### config.mk
export PLATFORM = sky130hd
export DESIGN_NAME = hs_ctl_lines
export DESIGN_NICKNAME = d
export VERILOG_FILES = /design/src/rtl/hs_ctl_pkg.sv /design/src/rtl/hs_rst_sync.sv /design/src/rtl/hs_edge_det.sv /design/src/rtl/hs_strobe_gen.sv /design/src/rtl/hs_ctl_lines.sv
export SDC_FILE = /design/constraint.sdc
export NUM_CORES = 1
export LEC_CHECK = 0
export ABC_AREA = 1
export BUFFER_PORTS_ARGS = -buffer_cell sky130_fd_sc_hd__buf_2
export CAP_MARGIN = 20
export CORE_MARGIN = 8
export CORE_UTILIZATION = 44
export CTS_BUF_LIST = sky130_fd_sc_hd__clkbuf_16
export CTS_CLUSTER_SIZE = 24
export DETAILED_ROUTE_END_ITERATION = 12
export PLACE_DENSITY = 0.75
export SLEW_MARGIN = 10
export SYNTH_ARGS = -nofsm -noshare
export SYNTH_HDL_FRONTEND = slang
export SYNTH_SLANG_ARGS = --single-unit
### constraint.sdc
create_clock -name clk -period 0.9 [get_ports clk]
set_clock_uncertainty 0.15 [all_clocks]
set_input_delay 0.09 -clock clk [delete_from_list [all_inputs] [get_ports clk]]
set_output_delay 0.09 -clock clk [all_outputs]
set_load 0.005 [all_outputs]
### src/rtl/hs_ctl_pkg.sv
package hs_ctl_pkg;
  localparam int CTL_W     = 8;
  localparam int CFG_W     = 6;
  localparam int FLAG1_BIT = 7;
  localparam int FLAG2_BIT = 6;

  typedef struct packed {
    logic l2_output;   // bit 5
    logic l2_ctl4;     // bit 4: polarity (input) or static select (output)
    logic l2_ctl3;     // bit 3: enable (input) or level/pulse select (output)
    logic sel_aux;     // bit 2: stored only, used by register decode
    logic l1_rising;   // bit 1
    logic l1_ie;       // bit 0
  } cfg_t;

  typedef enum logic [1:0] {
    L2_IDLE_HI = 2'd0,
    L2_PULSE   = 2'd1,
    L2_STATIC  = 2'd2
  } l2_mode_e;
endpackage

### src/rtl/hs_rst_sync.sv
module hs_rst_sync #(
  parameter int STAGES = 2
) (
  input  logic clk,
  input  logic rst_n,
  output logic rst_sync_n
);
  logic [STAGES-1:0] chain_q;
  logic [STAGES-1:0] chain_d;

  always_comb begin
    chain_d = {chain_q[STAGES-2:0], 1'b1};
  end

  always_ff @(posedge clk or negedge rst_n) begin
    if (!rst_n) chain_q <= '0;
    else        chain_q <= chain_d;
  end

  assign rst_sync_n = chain_q[STAGES-1];
endmodule

### src/rtl/hs_edge_det.sv
module hs_edge_det #(
  parameter int STAGES = 2
) (
  input  logic clk,
  input  logic rst_n,
  input  logic din,
  output logic rise,
  output logic fall
);
  logic [STAGES-1:0] sync_q;
  logic [STAGES-1:0] sync_d;
  logic              prev_q;
  logic              prev_d;
  logic              cur;

  assign cur = sync_q[STAGES-1];

  always_comb begin
    sync_d = {sync_q[STAGES-2:0], din};
    prev_d = cur;
  end

  always_ff @(posedge clk or negedge rst_n) begin
    if (!rst_n) begin
      sync_q <= '0;
      prev_q <= 1'b0;
    end else begin
      sync_q <= sync_d;
      prev_q <= prev_d;
    end
  end

  assign rise = cur & ~prev_q;
  assign fall = ~cur & prev_q;
endmodule

### src/rtl/hs_strobe_gen.sv
module hs_strobe_gen (
  input  logic clk,
  input  logic rst_n,
  input  logic fire,
  output logic strobe_lo
);
  logic pulse_q;
  logic pulse_d;

  always_comb begin
    pulse_d = fire;
  end

  always_ff @(posedge clk or negedge rst_n) begin
    if (!rst_n) pulse_q <= 1'b0;
    else        pulse_q <= pulse_d;
  end

  assign strobe_lo = pulse_q;
endmodule

### src/rtl/hs_ctl_lines.sv
module hs_ctl_lines
  import hs_ctl_pkg::*;
#(
  parameter int SYNC_STAGES = 2,
  parameter int RST_STAGES  = 2
) (
  input  logic             clk,
  input  logic             rst_n,
  input  logic             ctl_we,
  input  logic [CTL_W-1:0] ctl_wdata,
  input  logic             data_rd,
  input  logic             port_acc,
  input  logic             ln1_in,
  input  logic             ln2_in,
  output logic [CTL_W-1:0] ctl_rdata,
  output logic             ln2_out,
  output logic             ln2_oe,
  output logic             irq_n
);
  logic     rst_sync_n;
  cfg_t     cfg_q, cfg_d;
  logic     flag1_q, flag1_d;
  logic     flag2_q, flag2_d;
  logic     rise1, fall1, rise2, fall2;
  logic     hit1, hit2;
  logic     strobe_lo;
  logic     fire;
  l2_mode_e l2_mode;

  hs_rst_sync #(.STAGES(RST_STAGES)) u_rst (
    .clk(clk), .rst_n(rst_n), .rst_sync_n(rst_sync_n)
  );

  hs_edge_det #(.STAGES(SYNC_STAGES)) u_edge1 (
    .clk(clk), .rst_n(rst_sync_n), .din(ln1_in), .rise(rise1), .fall(fall1)
  );

  hs_edge_det #(.STAGES(SYNC_STAGES)) u_edge2 (
    .clk(clk), .rst_n(rst_sync_n), .din(ln2_in), .rise(rise2), .fall(fall2)
  );

  // Output-mode decode of the second line
  always_comb begin
    if (cfg_q.l2_ctl4)      l2_mode = L2_STATIC;
    else if (cfg_q.l2_ctl3) l2_mode = L2_PULSE;
    else                    l2_mode = L2_IDLE_HI;
  end

  assign fire = port_acc & cfg_q.l2_output & (l2_mode == L2_PULSE);

  hs_strobe_gen u_strobe (
    .clk(clk), .rst_n(rst_sync_n), .fire(fire), .strobe_lo(strobe_lo)
  );

  assign hit1 = cfg_q.l1_rising ? rise1 : fall1;
  assign hit2 = ~cfg_q.l2_output & (cfg_q.l2_ctl4 ? rise2 : fall2);

  // Next state: a detected edge outranks the clearing read
  always_comb begin
    cfg_d   = cfg_q;
    flag1_d = hit1 | (flag1_q & ~data_rd);
    flag2_d = hit2 | (flag2_q & ~data_rd);
    if (ctl_we) cfg_d = cfg_t'(ctl_wdata[CFG_W-1:0]);
  end

  always_ff @(posedge clk or negedge rst_sync_n) begin
    if (!rst_sync_n) begin
      cfg_q   <= '0;
      flag1_q <= 1'b0;
      flag2_q <= 1'b0;
    end else begin
      if (ctl_we) cfg_q <= cfg_d;
      flag1_q <= flag1_d;
      flag2_q <= flag2_d;
    end
  end

  always_comb begin
    ctl_rdata                = '0;
    ctl_rdata[CFG_W-1:0]     = cfg_q;
    ctl_rdata[FLAG1_BIT]     = flag1_q;
    ctl_rdata[FLAG2_BIT]     = flag2_q;
  end

  always_comb begin
    ln2_out = 1'b1;
    if (cfg_q.l2_output) begin
      unique case (l2_mode)
        L2_STATIC:  ln2_out = cfg_q.l2_ctl3;
        L2_PULSE:   ln2_out = ~strobe_lo;
        default:    ln2_out = 1'b1;
      endcase
    end
  end

  assign ln2_oe = cfg_q.l2_output;
  assign irq_n  = ~((flag1_q & cfg_q.l1_ie) |
                    (flag2_q & cfg_q.l2_ctl3 & ~cfg_q.l2_output));
endmodule

-- After elaboration in Yosys (flattened, before gate mapping)
Index checks and enable logic that the tools add are counted.
- register bits: 17
- logic and storage cells: 45
- eq/ne operators: 2
- muxes and demuxes: 6
- bitwise gates (word level): 23
- operators with widths (operator ; number):
    AND 1 bit ; 12
    inverter 1 bit ; 8
    2-to-1 mux 1 bit ; 4
    OR 1 bit ; 3
    equality test 2 x 1 -> 1 bit (second input constant) ; 1
    equality test 2 bit (second input constant) ; 1
    2-to-1 mux 2 bit ; 1
    case mux 1 bit (2 select lines) ; 1

-- Logic depth before layout (Yosys ltp)
Gate-level depths: netlist of the first run.
- depth after elaboration: 5
- mapped depth: 5
- mapped depth without buffers: 5

-- Hierarchy
A second synthesis of the first run with hierarchy kept.
- cell total of the unflattened synthesis: 69
- area, all modules: 658.1 um^2
- modules (own cells, without submodules) (module ; instances ; cells each ; area each (um^2)):
    hs_ctl_lines ; 1 ; 51 ; 399.1
    hs_edge_det ; 2 ; 7 ; 90.1
    hs_rst_sync ; 1 ; 3 ; 53.8
    hs_strobe_gen ; 1 ; 1 ; 25.0

-- Least setup slack after synthesis of the first run
Ideal clock, no wire load.
- path type: register to register
- start point: register, netlist name ctl_rdata[1]
- end point: register cfg_q (netlist bit ctl_rdata[1])
- library setup time: 0.125 ns
- arrival: 0.652 ns
- data required time: 0.625 ns
- setup slack: -0.027 ns
- cell stages (with the launch flop): 2
- clock period less this slack: 0.927 ns
- cells stage by stage: dfrtp_1 mux2_4
- RTL lines (item ; RTL line ; source):
    end signal: assignment ; hs_ctl_lines.sv:72 ; if (ctl_we) cfg_q <= cfg_d;
    end: declaration ; hs_ctl_lines.sv:21 ; cfg_t cfg_q, cfg_d;

-- Worst setup path after layout of the first run
- start point: register cfg_q (netlist bit ctl_rdata[3])
- end point: output port irq_n
- longest elaborated chain between the ends: 4
- ends and longest elaborated chain (item ; RTL line ; source):
    AND 1 bit (2 in a row) ; hs_ctl_lines.sv:98 ; (flag2_q & cfg_q.l2_ctl3 & ~cfg_q.l2_output));
    OR 1 bit ; hs_ctl_lines.sv:97 ; assign irq_n = ~((flag1_q & cfg_q.l1_ie) |
    inverter 1 bit ; hs_ctl_lines.sv:97 ;
    end: declaration ; hs_ctl_lines.sv:18 ; output logic irq_n
Every way passes these cells.

==> results.toml, run 1 <==
[clock_tree]
cts_tree = "built"
root_buffer = "clkbuf_16"
clock_latency_ns = 0.24
clkSinkCount = 17
cts_buffers = 3
holdBufCountCts = 8
path_clk_slew_ns = 0.05
clockBufferDepth = 2
h-tree-depth = 1

[logic_synthesis]
synth_area_leader_cell = "dfrtp_1"
synth_common_cells = "17 x dfrtp_1, 13 x nand2_1, 7 x inv_1"
synth_cells = 56
synth_flop_cell = "dfrtp_1"
yosys_register_bits = 17
ys_warn_count = 0
ys_types = 13
synth_edf_count = 0
synthTopCellsByArea = "dfrtp_1 66%, nand2_1 7.6%, mux2_4 7.0%"
syn_area_sq_um = 643
synth.most_common_cell = "dfrtp_1"
synth_top_area_frac = 0.661
yosysSeqAreaShare = 0.661
synth.avg_cell_area_sq_um = 11.5
syn-num-nets = 71
async_reset_ff_frac = 1.00

[sta]
hold_violations = 4
final_max_slew_viol_count = 0
rsz0062_at_grt = "yes"
fin_hold_ws_ns = -0.0672
period_needed_ns = 1.26
max_freq_mhz = 794
setup_viol = 17
min_period_over_period = 1.40
setup_ws_ns = -0.359

[setup_path]
criticalPathCategory = "register to primary output"
rrSetupSlack_ns = -0.16
crit_arrival_ns = 1.02
endpoint = "irq_n"
cp.required_ns = 0.66
r2r_cells = 6
r2r-end = "flag2_q"
reg2reg_from = "ctl_rdata[4]"
critPathLaunchType = "register"
critPathMaxFanout = 4
worstSetupStartpoint = "ctl_rdata[3]"
end_kind = "primary output"

[placement]
placed_area_sq_um = 781
gp_congestion = 0.728
dpl.hpwl_um = 966
numPortBuffers = 23

[grt]
antenna_found_initial = 0
grt_pass1_wl_um = 1990
grt_pass1_vias = 482
grt.overflow.total = 0
track_usage = 0.0911
grt_max_degree = 10

[detailed_routing]
wl_per_cell_um = 11.3
vias = 495
via_per_inst = 4.42
first_pass_iters = 3
drt_iter0_drc = 6
drt-total-wl_um = 1270
drc = 0
drtAntennaViolNets = 0

[final_layout]
regArea_sq_um = 425
n_antenna_cell = 0
drive_gt1_frac = 0.433
area_delta_synth_final_pct = 57.0
fillCellCount = 92
nNetsFinal = 113
design_area_sq_mm = 0.00101
multi_input_comb_area_sq_um = 166

[floorplan]
initial_core_util = 0.482
core-area_sq_mm = 0.00133
num_rows = 13
fp.dieW_um = 54.2
io_pins = 26
die-area_sq_mm = 0.00294
die_h_um = 54.2

[outcome]
violations = "negative hold slack, negative setup slack"
status = "finished, violations left"

[power]
power_leakage_nw = 0.531
cellPowerDensity_mw_per_mm2 = 1980
ir_worst_vdd_mv = 1.48

[worst_hold_path]
hold_path_class = "primary input to register"
holdPathStages = 2

[flow_run]
drv_cap = 0
## cell type report
cell class,instances,area share
tap,15,0.0186
timing repair buffer,41,0.291
clock buffer,3,0.0743
clock inverter,1,0.00372
inverter,7,0.0260
multi-input combinational,28,0.165
sequential,17,0.421
## cells in the final DEF, fill, tap and decap left out
master and instances:
buf_2 21, dfrtp_1 17, nand2_1 13, dlygate4sd3_1 8, inv_1 7, buf_4 7
buf_6 5, o21ai_1 3, mux2_4 3, clkbuf_16 3, nor2_1 2, o211ai_1 2
nand3_1 1, inv_2 1, a22oi_1 1, nor3_2 1, o21ai_2 1, conb_1 1
## routing by layer
layer,wire (um),track usage,up-vias
li1,-,-,255
met1,570,0.106,222
met2,556,0.155,18
met3,143,0.0325,0
met4,0,0.0246,0
met5,0,0,-
## worst max-delay path, cell delays in order (launching register included)
cell and delay [ns]:
dfrtp_1 0.41, inv_2 0.07, nor2_1 0.04, a22oi_1 0.13
buf_2 0.14
## where the power goes
group / switching, W / internal, W
sequential: 0.0000441 / 0.000825
clock: 0.000246 / 0.000586
combinational: 0.000113 / 0.000190
total: 0.000403 / 0.00160
## repair_timing
action,4_1_cts,5_1_grt
resized for setup,8,3
pin swaps,1,1
setup endpoints to repair,18,20
endpoints found under the hold margin,12,3
setup buffers,4,1
## how the worst min path moves through the flow
stage                  from          endpoint
2_1_floorplan         rst_n  u_rst.chain_q[0]
3_3_place_gp          rst_n  u_rst.chain_q[0]
3_5_place_dp          rst_n  u_rst.chain_q[0]
4_1_cts        ctl_wdata[1]      ctl_rdata[1]
5_1_grt        ctl_wdata[1]      ctl_rdata[1]
6_report       ctl_wdata[1]      ctl_rdata[1]
## cells by family (layout without fill, tap and decap cells)
| logic type | Yosys count | after routing | share of synthesized area |
|---|---|---|---|
| buf+inv | 11 | 52 | 0.0934 |
| compound gates | 7 | 7 | 0.0661 |
| simple gates | 17 | 17 | 0.103 |
| mux | 3 | 3 | 0.0700 |
| other cells | 1 | 1 | 0.00583 |
| flops | 17 | 17 | 0.661 |
## sequential cells by signal, indices dropped and copies added (netlist names)
name	count
ln2_oe	1
u_edge2.sync_q	2
u_edge1.prev_q	1
u_edge1.sync_q	2
u_edge2.prev_q	1
ctl_rdata	5
flag1_q	1
u_rst.chain_q	2
flag2_q	1
u_strobe.strobe_lo	1
## stage by stage
| stage | total power [W] | TNS, ns | utilization | cells | setup slack, ns |
|---|---|---|---|---|---|
| 3_5_place_dp | 0.00109 | -0.400 | 0.585 | 95 | -0.122 |
| 5_1_grt | 0.00211 | -3.11 | 0.757 | 112 | -0.429 |
| 4_1_cts | 0.00202 | -2.45 | 0.749 | 111 | -0.353 |
| 3_3_place_gp | 0.00108 | -0.292 | 0.585 | 95 | -0.0938 |
| 6_report | 0.00200 | -2.45 | 0.757 | 112 | -0.359 |
| 2_1_floorplan | 0.000992 | -0.0611 | - | 56 | -0.0267 |
Power figures use the tool's default switching activity.
==> run 2: changes to the inputs <==
--- a/config.mk
+++ b/config.mk
@@ -6,14 +6,14 @@
 export NUM_CORES = 1
 export LEC_CHECK = 0
 export ABC_AREA = 1
-export BUFFER_PORTS_ARGS = -buffer_cell sky130_fd_sc_hd__buf_2
 export CAP_MARGIN = 20
 export CORE_MARGIN = 8
-export CORE_UTILIZATION = 44
+export CORE_UTILIZATION = 45
 export CTS_BUF_LIST = sky130_fd_sc_hd__clkbuf_16
 export CTS_CLUSTER_SIZE = 24
 export DETAILED_ROUTE_END_ITERATION = 12
-export PLACE_DENSITY = 0.75
+export DONT_BUFFER_PORTS = 1
+export PLACE_DENSITY = 0.61
 export SLEW_MARGIN = 10
 export SYNTH_ARGS = -nofsm -noshare
 export SYNTH_HDL_FRONTEND = slang
==> constraint.sdc (replaced) <==
create_clock -name clk -period 1.4 [get_ports clk]
set_clock_uncertainty 0.15 [all_clocks]
set_input_delay 0.14 -clock clk [delete_from_list [all_inputs] [get_ports clk]]
set_output_delay 0.14 -clock clk [all_outputs]
set_load 0.005 [all_outputs]
==> results.toml, run 2 (synthesized netlist as in run 1, its figures left out) <==
[clock_tree]
cts_tree = "built"
path_clk_slew_ns = 0.05
cts_buffers = 3
h-tree-depth = 1
holdBufCountCts = 13
clock_latency_ns = 0.25
root_buffer = "clkbuf_16"
cts_setup_buffers = 0
clockBufferDepth = 2
cts_resized = 0
clkSinkCount = 17

[flow_run]
drv_cap = 0

[setup_path]
crit_path_max_incr_delay_ns = 0.44
crit_arrival_ns = 1.00
criticalPathCategory = "register to primary output"
r2r_cells = 5
rrSetupSlack_ns = 0.37
reg2reg_from = "ctl_rdata[4]"
path_buf_inv = 0
cp_slowest_cell = "dfrtp_1"
critPathMaxFanout = 6
r2r-end = "flag2_q"
path_cells = "o21ai_0 -> o211ai_1"
cp_top_family = "flip-flops"
end_kind = "primary output"
cp.required_ns = 1.11
critPathLaunchType = "register"

[sta]
rsz0062_at_grt = "no"
max_freq_mhz = 775
final_max_slew_viol_count = 0
hold_violations = 0
setup_viol = 0
slew_headroom = 0.622
period_needed_ns = 1.29
min_period_over_period = 0.922
worst_pin_slew_ns = 0.567
setup_tns_ns = 0

[detailed_routing]
vias = 419
drtAntennaViolNets = 0
first_pass_iters = 3
drt_iter0_drc = 5
drt-total-wl_um = 1170
drc = 0
wl_per_cell_um = 13.9
via_per_inst = 4.99

[floorplan]
core-area_sq_mm = 0.00132
io_pins = 26
fp.dieW_um = 53.8
initial_core_util = 0.488
die-area_sq_mm = 0.00289
die_h_um = 53.8
num_rows = 13

[power]
internal-power_w = 0.000961
pwr-share-comb = 0.072
cellPowerDensity_mw_per_mm2 = 1450
ir_worst_vdd_mv = 0.953
p_sw_w = 0.000252
power_leakage_nw = 0.403
switching_share = 0.208
sequentialPowerShare = 0.472
pwr-share-clk = 0.456

[grt]
grt.overflow.total = 0
track_usage = 0.0935
antenna_found_initial = 0
grt_max_degree = 16
grt_pass1_vias = 432
grt_pass1_wl_um = 1860

[final_layout]
largest_reg_flops = 5
nNetsFinal = 85
multi_input_comb_area_sq_um = 158
drive_gt1_frac = 0.0870
n_antenna_cell = 0
final_cell_mix = "17 x dfrtp_1, 13 x nand2_1, 13 x dlygate4sd3_1, 8 x inv_1, 4 x o21ai_0"
regArea_sq_um = 425
area_delta_synth_final_pct = 30.2
design_area_sq_um = 837
fillCellCount = 102
mostFrequentLayoutCell = "dfrtp_1"

[outcome]
status = "completed"

[placement]
gp_congestion = 0.620
placed_area_sq_um = 628
numPortBuffers = 0
dpl.hpwl_um = 802

[worst_hold_path]
hold_path_class = "register to async pin"
## run 2: changes by cell type in the layout (fill, tap and decap cells not counted), moves of 3 or more
| cell | change |
|---|---|
| buf_2 | -21 |
| buf_4 | -7 |
| buf_6 | -5 |
| dlygate4sd3_1 | +5 |
| o21ai_0 | +4 |
| o21ai_1 | -3 |
## run 2: stage by stage
stage                     hold WS, ns  total power (W)  utilization  setup WS (ns)  cells
after CTS                       0.118          0.00123        0.635         0.0933     84
after global routing            0.167          0.00127        0.635        0.00301     84
after detailed placement       -0.306         0.000637        0.477          0.359     67
after floorplan                -0.306         0.000637            -          0.433     56
after global placement         -0.306         0.000634        0.477          0.366     67
final                          0.0839          0.00121        0.635          0.109     84
## run 2: per-layer routing
metal | share of wire | up-vias | GRT usage
met5 | 0 | - | 0
met4 | 0.043 | 0 | 0.101
met3 | 0.12 | 6 | 0.0441
met2 | 0.43 | 21 | 0.129
met1 | 0.40 | 192 | 0.0979
li1 | - | 200 | -
## run 2: worst max path at each step
| stage | start | end | depth (start not counted) |
|---|---|---|---|
| after floorplan | ctl_rdata[4] | ln2_out | 2 |
| after global placement | ctl_rdata[3] | irq_n | 3 |
| after detailed placement | ctl_rdata[3] | irq_n | 3 |
| after CTS | ctl_rdata[4] | ln2_out | 2 |
| after global routing | ctl_rdata[4] | ln2_out | 2 |
| final | ctl_rdata[4] | ln2_out | 2 |
## run 2: cell type report
type | count | share of cell area
tap | 15 | 0.0224
sequential | 17 | 0.508
clock inverter | 1 | 0.00448
clock buffer | 3 | 0.0897
multi-input combinational | 28 | 0.188
inverter | 7 | 0.0314
timing repair buffer | 13 | 0.155
## run 2: power by group through the flow
| stage | clock (W) | combinational [W] | sequential [W] |
|---|---|---|---|
| floorplan | 0 | 0.0000691 | 0.000568 |
| global placement | 0 | 0.0000516 | 0.000582 |
| detailed placement | 0 | 0.0000533 | 0.000584 |
| CTS | 0.000568 | 0.0000878 | 0.000576 |
| global route | 0.000592 | 0.0000980 | 0.000582 |
| finish | 0.000554 | 0.0000870 | 0.000573 |
